===== src/rtl/scl_gen_pkg.sv =====
package scl_gen_pkg;

    typedef enum logic [1:0] {
        ST_IDLE,
        ST_HOLD,
        ST_LOW,
        ST_HIGH
    } scl_state_e;

endpackage


===== src/rtl/scl_div_decode.sv =====
module scl_div_decode #(
    parameter int FIELD_W = 16
) (
    input  logic [2*FIELD_W-1:0] div_cfg,
    input  logic                 sel_high,
    output logic [FIELD_W-1:0]   field
);

    logic [FIELD_W-1:0] hi_field;
    logic [FIELD_W-1:0] lo_field;

    // upper half is the high-phase field, lower half the low-phase field
    assign hi_field = div_cfg[2*FIELD_W-1:FIELD_W];
    assign lo_field = div_cfg[FIELD_W-1:0];

    always_comb begin
        field = sel_high ? hi_field : lo_field;
    end

endmodule


===== src/rtl/scl_phase_cnt.sv =====
module scl_phase_cnt #(
    parameter int FIELD_W   = 16,
    parameter int UNIT_LOG2 = 3
) (
    input  logic               clk,
    input  logic               rst_n,
    input  logic               clear,
    input  logic               load,
    input  logic [FIELD_W-1:0] load_field,
    output logic               at_end,
    output logic               at_mid
);

    localparam int CNT_W = FIELD_W + UNIT_LOG2;

    logic [FIELD_W-1:0] cur_field;
    logic [CNT_W-1:0]   cnt;
    logic [CNT_W-1:0]   term_pt;
    logic [CNT_W-1:0]   mid_pt;
    logic [FIELD_W:0]   field_p1;

    // Phase length is latched only on load
    always_ff @(posedge clk or negedge rst_n) begin
        if (!rst_n) begin
            cnt       <= '0;
            cur_field <= '0;
        end else if (clear) begin
            cnt       <= '0;
            cur_field <= '0;
        end else if (load) begin
            cnt       <= '0;
            cur_field <= load_field;
        end else begin
            cnt       <= cnt + 1'b1;
        end
    end

    always_comb begin
        field_p1 = {1'b0, cur_field} + {{FIELD_W{1'b0}}, 1'b1};
        term_pt  = {cur_field, {UNIT_LOG2{1'b1}}};
        mid_pt   = {{(UNIT_LOG2-1){1'b0}}, field_p1} << (UNIT_LOG2-1);
        at_end   = (cnt == term_pt);
        at_mid   = (cnt == mid_pt);
    end

    // a clear leaves the counter at zero
    a_r1_cnt_cleared: assert property (@(posedge clk) disable iff (!rst_n)
        clear |=> (cnt == '0));

    // the counter never runs past the latched terminal count
    a_r3_cnt_bounded: assert property (@(posedge clk) disable iff (!rst_n)
        cnt <= term_pt);

endmodule


===== src/rtl/scl_timing_gen.sv =====
module scl_timing_gen
    import scl_gen_pkg::*;
#(
    parameter int FIELD_W   = 16,
    parameter int UNIT_LOG2 = 3
) (
    input  logic                 clk,
    input  logic                 rst_n,
    input  logic                 enable,
    input  logic [2*FIELD_W-1:0] div_cfg,
    output logic                 scl_o,
    output logic                 tick_change,
    output logic                 tick_sample
);

    scl_state_e         state_q;
    scl_state_e         state_d;
    logic               cnt_clear;
    logic               cnt_load;
    logic               sel_high;
    logic [FIELD_W-1:0] next_field;
    logic               at_end;
    logic               at_mid;

    scl_div_decode #(
        .FIELD_W (FIELD_W)
    ) u_decode (
        .div_cfg  (div_cfg),
        .sel_high (sel_high),
        .field    (next_field)
    );

    scl_phase_cnt #(
        .FIELD_W   (FIELD_W),
        .UNIT_LOG2 (UNIT_LOG2)
    ) u_cnt (
        .clk        (clk),
        .rst_n      (rst_n),
        .clear      (cnt_clear),
        .load       (cnt_load),
        .load_field (next_field),
        .at_end     (at_end),
        .at_mid     (at_mid)
    );

    // State register
    always_ff @(posedge clk or negedge rst_n) begin
        if (!rst_n) begin
            state_q <= ST_IDLE;
        end else begin
            state_q <= state_d;
        end
    end

    // Next state and counter control
    always_comb begin
        state_d   = state_q;
        cnt_clear = !enable;
        cnt_load  = 1'b0;
        sel_high  = 1'b0;
        if (!enable) begin
            state_d = ST_IDLE;
        end else begin
            unique case (state_q)
                ST_IDLE: begin
                    state_d  = ST_HOLD;
                    cnt_load = 1'b1;
                end
                ST_HOLD: begin
                    if (at_end) begin
                        state_d  = ST_LOW;
                        cnt_load = 1'b1;
                    end
                end
                ST_LOW: begin
                    if (at_end) begin
                        state_d  = ST_HIGH;
                        cnt_load = 1'b1;
                        sel_high = 1'b1;
                    end
                end
                ST_HIGH: begin
                    if (at_end) begin
                        state_d  = ST_LOW;
                        cnt_load = 1'b1;
                    end
                end
            endcase
        end
    end

    // Outputs
    always_comb begin
        scl_o       = (state_q != ST_LOW);
        tick_change = (state_q == ST_LOW)  && at_mid;
        tick_sample = (state_q == ST_HIGH) && at_mid;
    end

    a_r1_idle_released: assert property (@(posedge clk) disable iff (!rst_n)
        !enable |=> (scl_o && !tick_change && !tick_sample));

    a_r5_hold_then_low: assert property (@(posedge clk) disable iff (!rst_n)
        (enable && state_q == ST_HOLD && at_end) |=> !scl_o);

    a_r3_low_then_high: assert property (@(posedge clk) disable iff (!rst_n)
        (enable && state_q == ST_LOW && at_end) |=> scl_o);

    a_r8_no_mid_phase_edge: assert property (@(posedge clk) disable iff (!rst_n)
        (enable && (state_q == ST_LOW || state_q == ST_HIGH) && !at_end)
            |=> $stable(scl_o));

    a_r6_ticks_exclusive: assert property (@(posedge clk) disable iff (!rst_n)
        !(tick_change && tick_sample));

    a_r6_change_in_low: assert property (@(posedge clk) disable iff (!rst_n)
        tick_change |-> !scl_o);

    a_r7_sample_in_high: assert property (@(posedge clk) disable iff (!rst_n)
        tick_sample |-> scl_o);

endmodule


===== config.mk =====
export PLATFORM = sky130hd
export DESIGN_NAME = scl_timing_gen
export DESIGN_NICKNAME = d
export VERILOG_FILES = /design/src/rtl/scl_gen_pkg.sv /design/src/rtl/scl_div_decode.sv /design/src/rtl/scl_phase_cnt.sv /design/src/rtl/scl_timing_gen.sv
export SDC_FILE = /design/constraint.sdc
export NUM_CORES = 1
export LEC_CHECK = 0
export CORE_ASPECT_RATIO = 1.5
export CORE_MARGIN = 1.5
export CORE_UTILIZATION = 40
export CTS_CLUSTER_DIAMETER = 30
export CTS_CLUSTER_SIZE = 25
export DETAILED_ROUTE_END_ITERATION = 10
export PLACE_DENSITY_LB_ADDON = 0.12
export SLEW_MARGIN = 0
export SYNTH_ARGS = -nofsm -noshare
export SYNTH_HDL_FRONTEND = slang
export SYNTH_SLANG_ARGS = --single-unit

===== constraint.sdc =====
create_clock -name clk -period 2.87 [get_ports clk]
set_clock_uncertainty 0.05 [all_clocks]
set_input_delay 0.4305 -clock clk [delete_from_list [all_inputs] [get_ports clk]]
set_output_delay 0.4305 -clock clk [all_outputs]
set_load 0.005 [all_outputs]

* Yosys cells after proc, flatten, opt, wreduce, memory -nomap -nowiden
Index checks and enable logic that the tools add are counted.
Word-level totals: word-level logic and storage cells 34, register bits 37, bits of input ports 35, output and inout bits 3
Cells by class: add/subtract/negate cells 2, multiplexer cells 14, equal/unequal tests 9, reduce and logical (&&, ||, !) cells 6
Operators with widths (count):
- 2-to-1 mux 16 bit | 3
- == test 19 bit | 2
- 2-to-1 mux 19 bit | 2
- adder 19 x 1 -> 19 bit (second input constant) | 1
- adder 16 x 1 -> 17 bit (second input constant) | 1
- 2-to-1 mux 2 bit | 3
- one-hot mux 2 bit (3 select lines) | 1
- == test 2 bit (second input constant) | 2
- 2-to-1 mux 1 bit | 4
- inequality test 3 x 2 -> 1 bit (second input constant) | 1
- inequality test 3 bit (second input constant) | 1
- OR reduction 3 bit | 1
- == test 2 x 1 -> 1 bit (second input constant) | 1
- logical AND 1 bit | 2
- logical NOT 2 bit | 1
- inequality test 2 x 1 -> 1 bit (second input constant) | 1
- inequality test 2 bit (second input constant) | 1
- one-hot mux 1 bit (2 select lines) | 1
- AND reduction 2 bit | 1
- OR reduction 2 bit | 1

* Depth between registers and ports, before layout
depth in word-level cells 7, depth in mapped cells 8, mapped depth without buffers 7

* By module
Synthesis repeated with hierarchy kept, for this count alone.
Second synthesis, totals: cells, all modules 292, area, all modules 2710.1 sq um
By module, submodules not included:
- scl_phase_cnt | times used 1, area an instance 2337.2 sq um, cells each 259, seq. area each 875.8 sq um
- scl_div_decode | times used 1, area an instance 249.0 sq um, cells each 18, seq. area each 0.0 sq um
- scl_timing_gen | times used 1, area an instance 123.9 sq um, cells each 15, seq. area each 50.0 sq um

* Least setup slack after synthesis
Ideal clock, no wire load.
kind register to output, from reg u_cnt.cur_field[1], to out tick_change, cell stages (with the launch flop) 8, required time 2.389 ns, buffers on the path 0, setup slack 0.571 ns, arrival time 1.818 ns, path through dfrtp_1 ha_1 nand3_1 o21a_1 o21ai_0 nor3b_1 o2111ai_1 nor4_1
Between the ends: longest elaborated chain between the ends 3
RTL lines:
- start, declared | RTL line scl_phase_cnt.sv:16 | logic [FIELD_W-1:0] cur_field;
- start signal, assigned | RTL line scl_phase_cnt.sv:32 | cur_field <= load_field;
- adder 16 x 1 -> 17 bit | RTL line scl_phase_cnt.sv:39 | field_p1 = {1'b0, cur_field} + {{FIELD_W{1'b0}}, 1'b1};
- == test 19 bit | RTL line scl_phase_cnt.sv:43 | at_mid = (cnt == mid_pt);
- logical AND 1 bit | RTL line scl_timing_gen.sv:95 | tick_change = (state_q == ST_LOW) && at_mid;
- end, declared | RTL line scl_timing_gen.sv:12 | output logic tick_change,
No other way between the ends.

* Worst setup path in the final report
from reg u_cnt.cur_field[4], to out tick_sample
Between the ends: longest elaborated chain between the ends 3
RTL lines:
- adder 16 x 1 -> 17 bit | RTL line scl_phase_cnt.sv:39
- == test 19 bit | RTL line scl_phase_cnt.sv:43
- logical AND 1 bit | RTL line scl_timing_gen.sv:96 | tick_sample = (state_q == ST_HIGH) && at_mid;
- end, declared | RTL line scl_timing_gen.sv:13 | output logic tick_sample
No other way between the ends.

==> impl_results.md <==
* Status: complete, no violations
* Setup TNS at 0 ps
* Worst setup path start: u_cnt.cur_field[4]
* FF-to-FF Start: u_cnt.cur_field[9]
* Post-CTS Hold Fix Bufs at 0
* Initial Util at between 40% and 50%
* Post-synthesis mux area share at 6.00%
* TritonRoute pass-1 iters at 4
* Maximum clock frequency at 366 MHz
* H-tree levels at 2
* Max Cap Viol at 0
* CTS tree: yes
* Die area at 0.00718 mm^2
* Mapped Nets at 318
* CTS clk-pin slew, worst paths at 70 ps
* Largest net degree at the start of global routing at 38
* Place WS at -7.90 ps
* Final nets at 361
* WL final at 6510 um
* Critical path peak fanout at 6
* Yosys reg bits at 37
* EDFF count, synth at 0
* Total power at between 1 and 1.5 mW
* Syn Area/Cell at 9.53 um^2
* Worst-Skew Late Latency at 290 ps
* Syn Std Cell Area at between 0.002 and 0.003 mm^2
* Via count at roughly 2,200
* Main synth FF type: dfrtp_1
* DPL Wire Length at 4870 um
* Slew HR at 40.8%
* Placed Area at 0.00310 mm^2
* Compound-cell area share of the yosys netlist at a little under an eighth
* Largest family of logic cells by synthesized area: simple AND/OR/NAND/NOR gates
* CTS max path bufs at 2
* Crit path DAT at 2250 ps
* Gr usage total at 18.7%
* Clock Sink Count at 37
* PortBufs at 37
* I/O pin count at 38
* Vias in the first global route at 2,100
* CTS buffer count at 5
* Core Util, Final at 50.8%
* CP peak stage delay at ~460 ps
* DR DRC count at 0
* First-pass GRT wire length at 10,500 um
* Ant diodes at 0
* Layout cells sized above 1 at 19.1%
* Crit start category: flop
* Synthesis-to-layout area growth at 23.5%
* Async S/R FF share, synth at 100%
* Final Instance Area at ~0.0033 mm^2
* Worst EP required at 2390 ps
* Die height at 103 um
* Worst Setup End Kind: output port
* Critical path, cell by cell: nand4_4 -> nor4_4 -> xor2_1 -> a21oi_1 -> a2bb2oi_1 -> nor4_2 -> clkdlybuf4s15_1
* Sequential-to-total area share from yosys stat at a little over a third
* Adder-Cell Fraction of Synth Area at 1.41%
* Simple-Gate Fraction of Synth Area at 23.5%
* Die width at 69.7 um
* Final Hold Viols at 0
* Tmin final at between 2000 and 3000 ps
* Worst-Margin Slew at 888 ps
* Routability congestion estimate at 0.843
* GRT overflow at 0
* Wire length per cell at 16.3 um
* Number of distinct library cells after synthesis at 49
* Pins over their slew limit at 0
* PwrDens at 349 mW/mm^2
* Placement Rows at 36
* Final period util at 95.3%
* Synth Instances at 280
* Setup ws final at around 130 ps
* Synth warn at 0
* WS Path Type: reg2out
* Slowest-stage cell, CP: dfrtp_2
* Final setup violation count at 0
* Initial antenna violation count at 0
* Avg Vias per Cell at 5.41
* ANT nets after route at 0
* Worst VDD drop at around 0.18 mV
* Worst Hold Class: in2async
* Initial drt markers at 73
* Leak Pwr at 1.37 nW
* Synth Area in XOR/XNOR at 15.4%
* Area of the core at between 0.006 and 0.007 mm^2
* Root Driver: clkbuf_8
worst paths after layout:
check | to | depth (start not counted) | slack [ps]
max | tick_sample | 7 | 130
min | u_cnt.cnt[8] | 1 | 210
max reg2reg | u_cnt.cur_field[14] | 9 | 470
min reg2reg | u_cnt.cnt[0] | 1 | 440
max in group asynchronous | u_cnt.cur_field[7] | 1 | 1950
min in group clk | u_cnt.cnt[0] | 1 | 440
cell type report:
cell class                      instances  area [um^2]
Clock buffer                            7         96.3
Inverter                                6         22.5
Multi-Input combinational cell        213         1610
Tap cell                               76         95.1
Timing Repair Buffer                   60          533
Sequential cell                        37          935
Fill cell                             634         3190
Clock inverter                          1         5.00
cells in the final DEF, fill, tap and decap left out, types with 3 or more instances in the layout:
cell type	netlist	layout
mux2i_1	16	16
nand3_1	14	14
o21ai_0	5	4
o2bb2ai_1	15	15
nor4_2	2	4
xor2_1	15	14
dfrtp_2	0	7
nand4_1	8	8
nand2_1	12	12
and3_1	3	3
clkbuf_8	0	7
nor3_1	5	5
a211oi_1	3	3
inv_1	6	6
nor2_1	32	32
o21a_1	3	3
dfrtp_1	37	30
buf_4	7	23
xnor2_1	32	32
clkdlybuf4s50_1	0	34
and2_1	4	4
and4_1	5	4
o22ai_1	3	3
flip-flops by register name, summed over array words and instances, names as in the netlist:
signal / count
u_cnt.cnt: 19
u_cnt.cur_field: 16
state_q: 2
through the flow:
stage | hold slack (ps) | instances
after floorplan | 84.9 | 280
after global placement | 433 | 387
after detailed placement | 429 | 387
after CTS | 237 | 399
after global routing | 265 | 400
final | 212 | 400
cell families (layout without fill, tap and decap cells):
family                     after synthesis  count (layout)
xor gates and xnor gates                47              47
AOI/OAI and AO/OA                       41              41
muxes                                   16              16
DFF                                     37              37
and+or+nand+nor                        106             106
buffers and inverters                   30              74
adders and majority gates                3               3
synthesized netlist by cell type (all sizes together), types with 3 or more instances:
cell type | n | area share (%)
dfrtp | 37 | 35
nor2 | 32 | 4.5
xnor2 | 32 | 11
buf | 20 | 5.3
mux2i | 16 | 6.0
nand3 | 15 | 3.0
o2bb2ai | 15 | 4.9
xor2 | 15 | 4.9
nand2 | 13 | 1.9
nand4 | 9 | 2.7
nor3 | 7 | 1.7
o21ai | 7 | 1.6
and4 | 6 | 2.1
inv | 6 | 0.84
nor4 | 6 | 2.4
and2 | 4 | 0.94
and3 | 4 | 0.98
nor3b | 4 | 1.5
a211oi | 3 | 0.84
clkbuf | 3 | 0.52
ha | 3 | 1.4
o21a | 3 | 0.84
o22ai | 3 | 0.70
power breakdown:
part,switching (mW),leakage (nW),internal [mW]
sequential,0.0255,0.493,0.537
clock,0.189,0.0542,0.217
combinational,0.0836,0.820,0.0998
total,0.298,1.37,0.854
worst max-delay path, delay by kind of cell (launching register included):
family,cells,cell delay (ps)
buffers and inverters,1,230
AO/OA/AOI/OAI,2,250
XOR/XNOR,1,180
AND/OR/NAND/NOR,3,830
flip-flops,1,460
layer usage:
metal | track usage, % | vias up | wire length, um
met4 | 6.80 | 0 | 172
met2 | 34.5 | 36 | 3370
met3 | 2.74 | 14 | 157
met5 | 0 | - | 0
met1 | 22.1 | 1036 | 2810
li1 | - | 1077 | -
what timing repair did:
action	4_1_cts	5_1_grt
endpoints found under the setup margin	2	2
setup buffers	4	1
pin swaps	2	7
gates cloned	0	0
hold endpoints to repair	0	0
gates resized for setup	13	10
(Power assumes the default switching activity.)
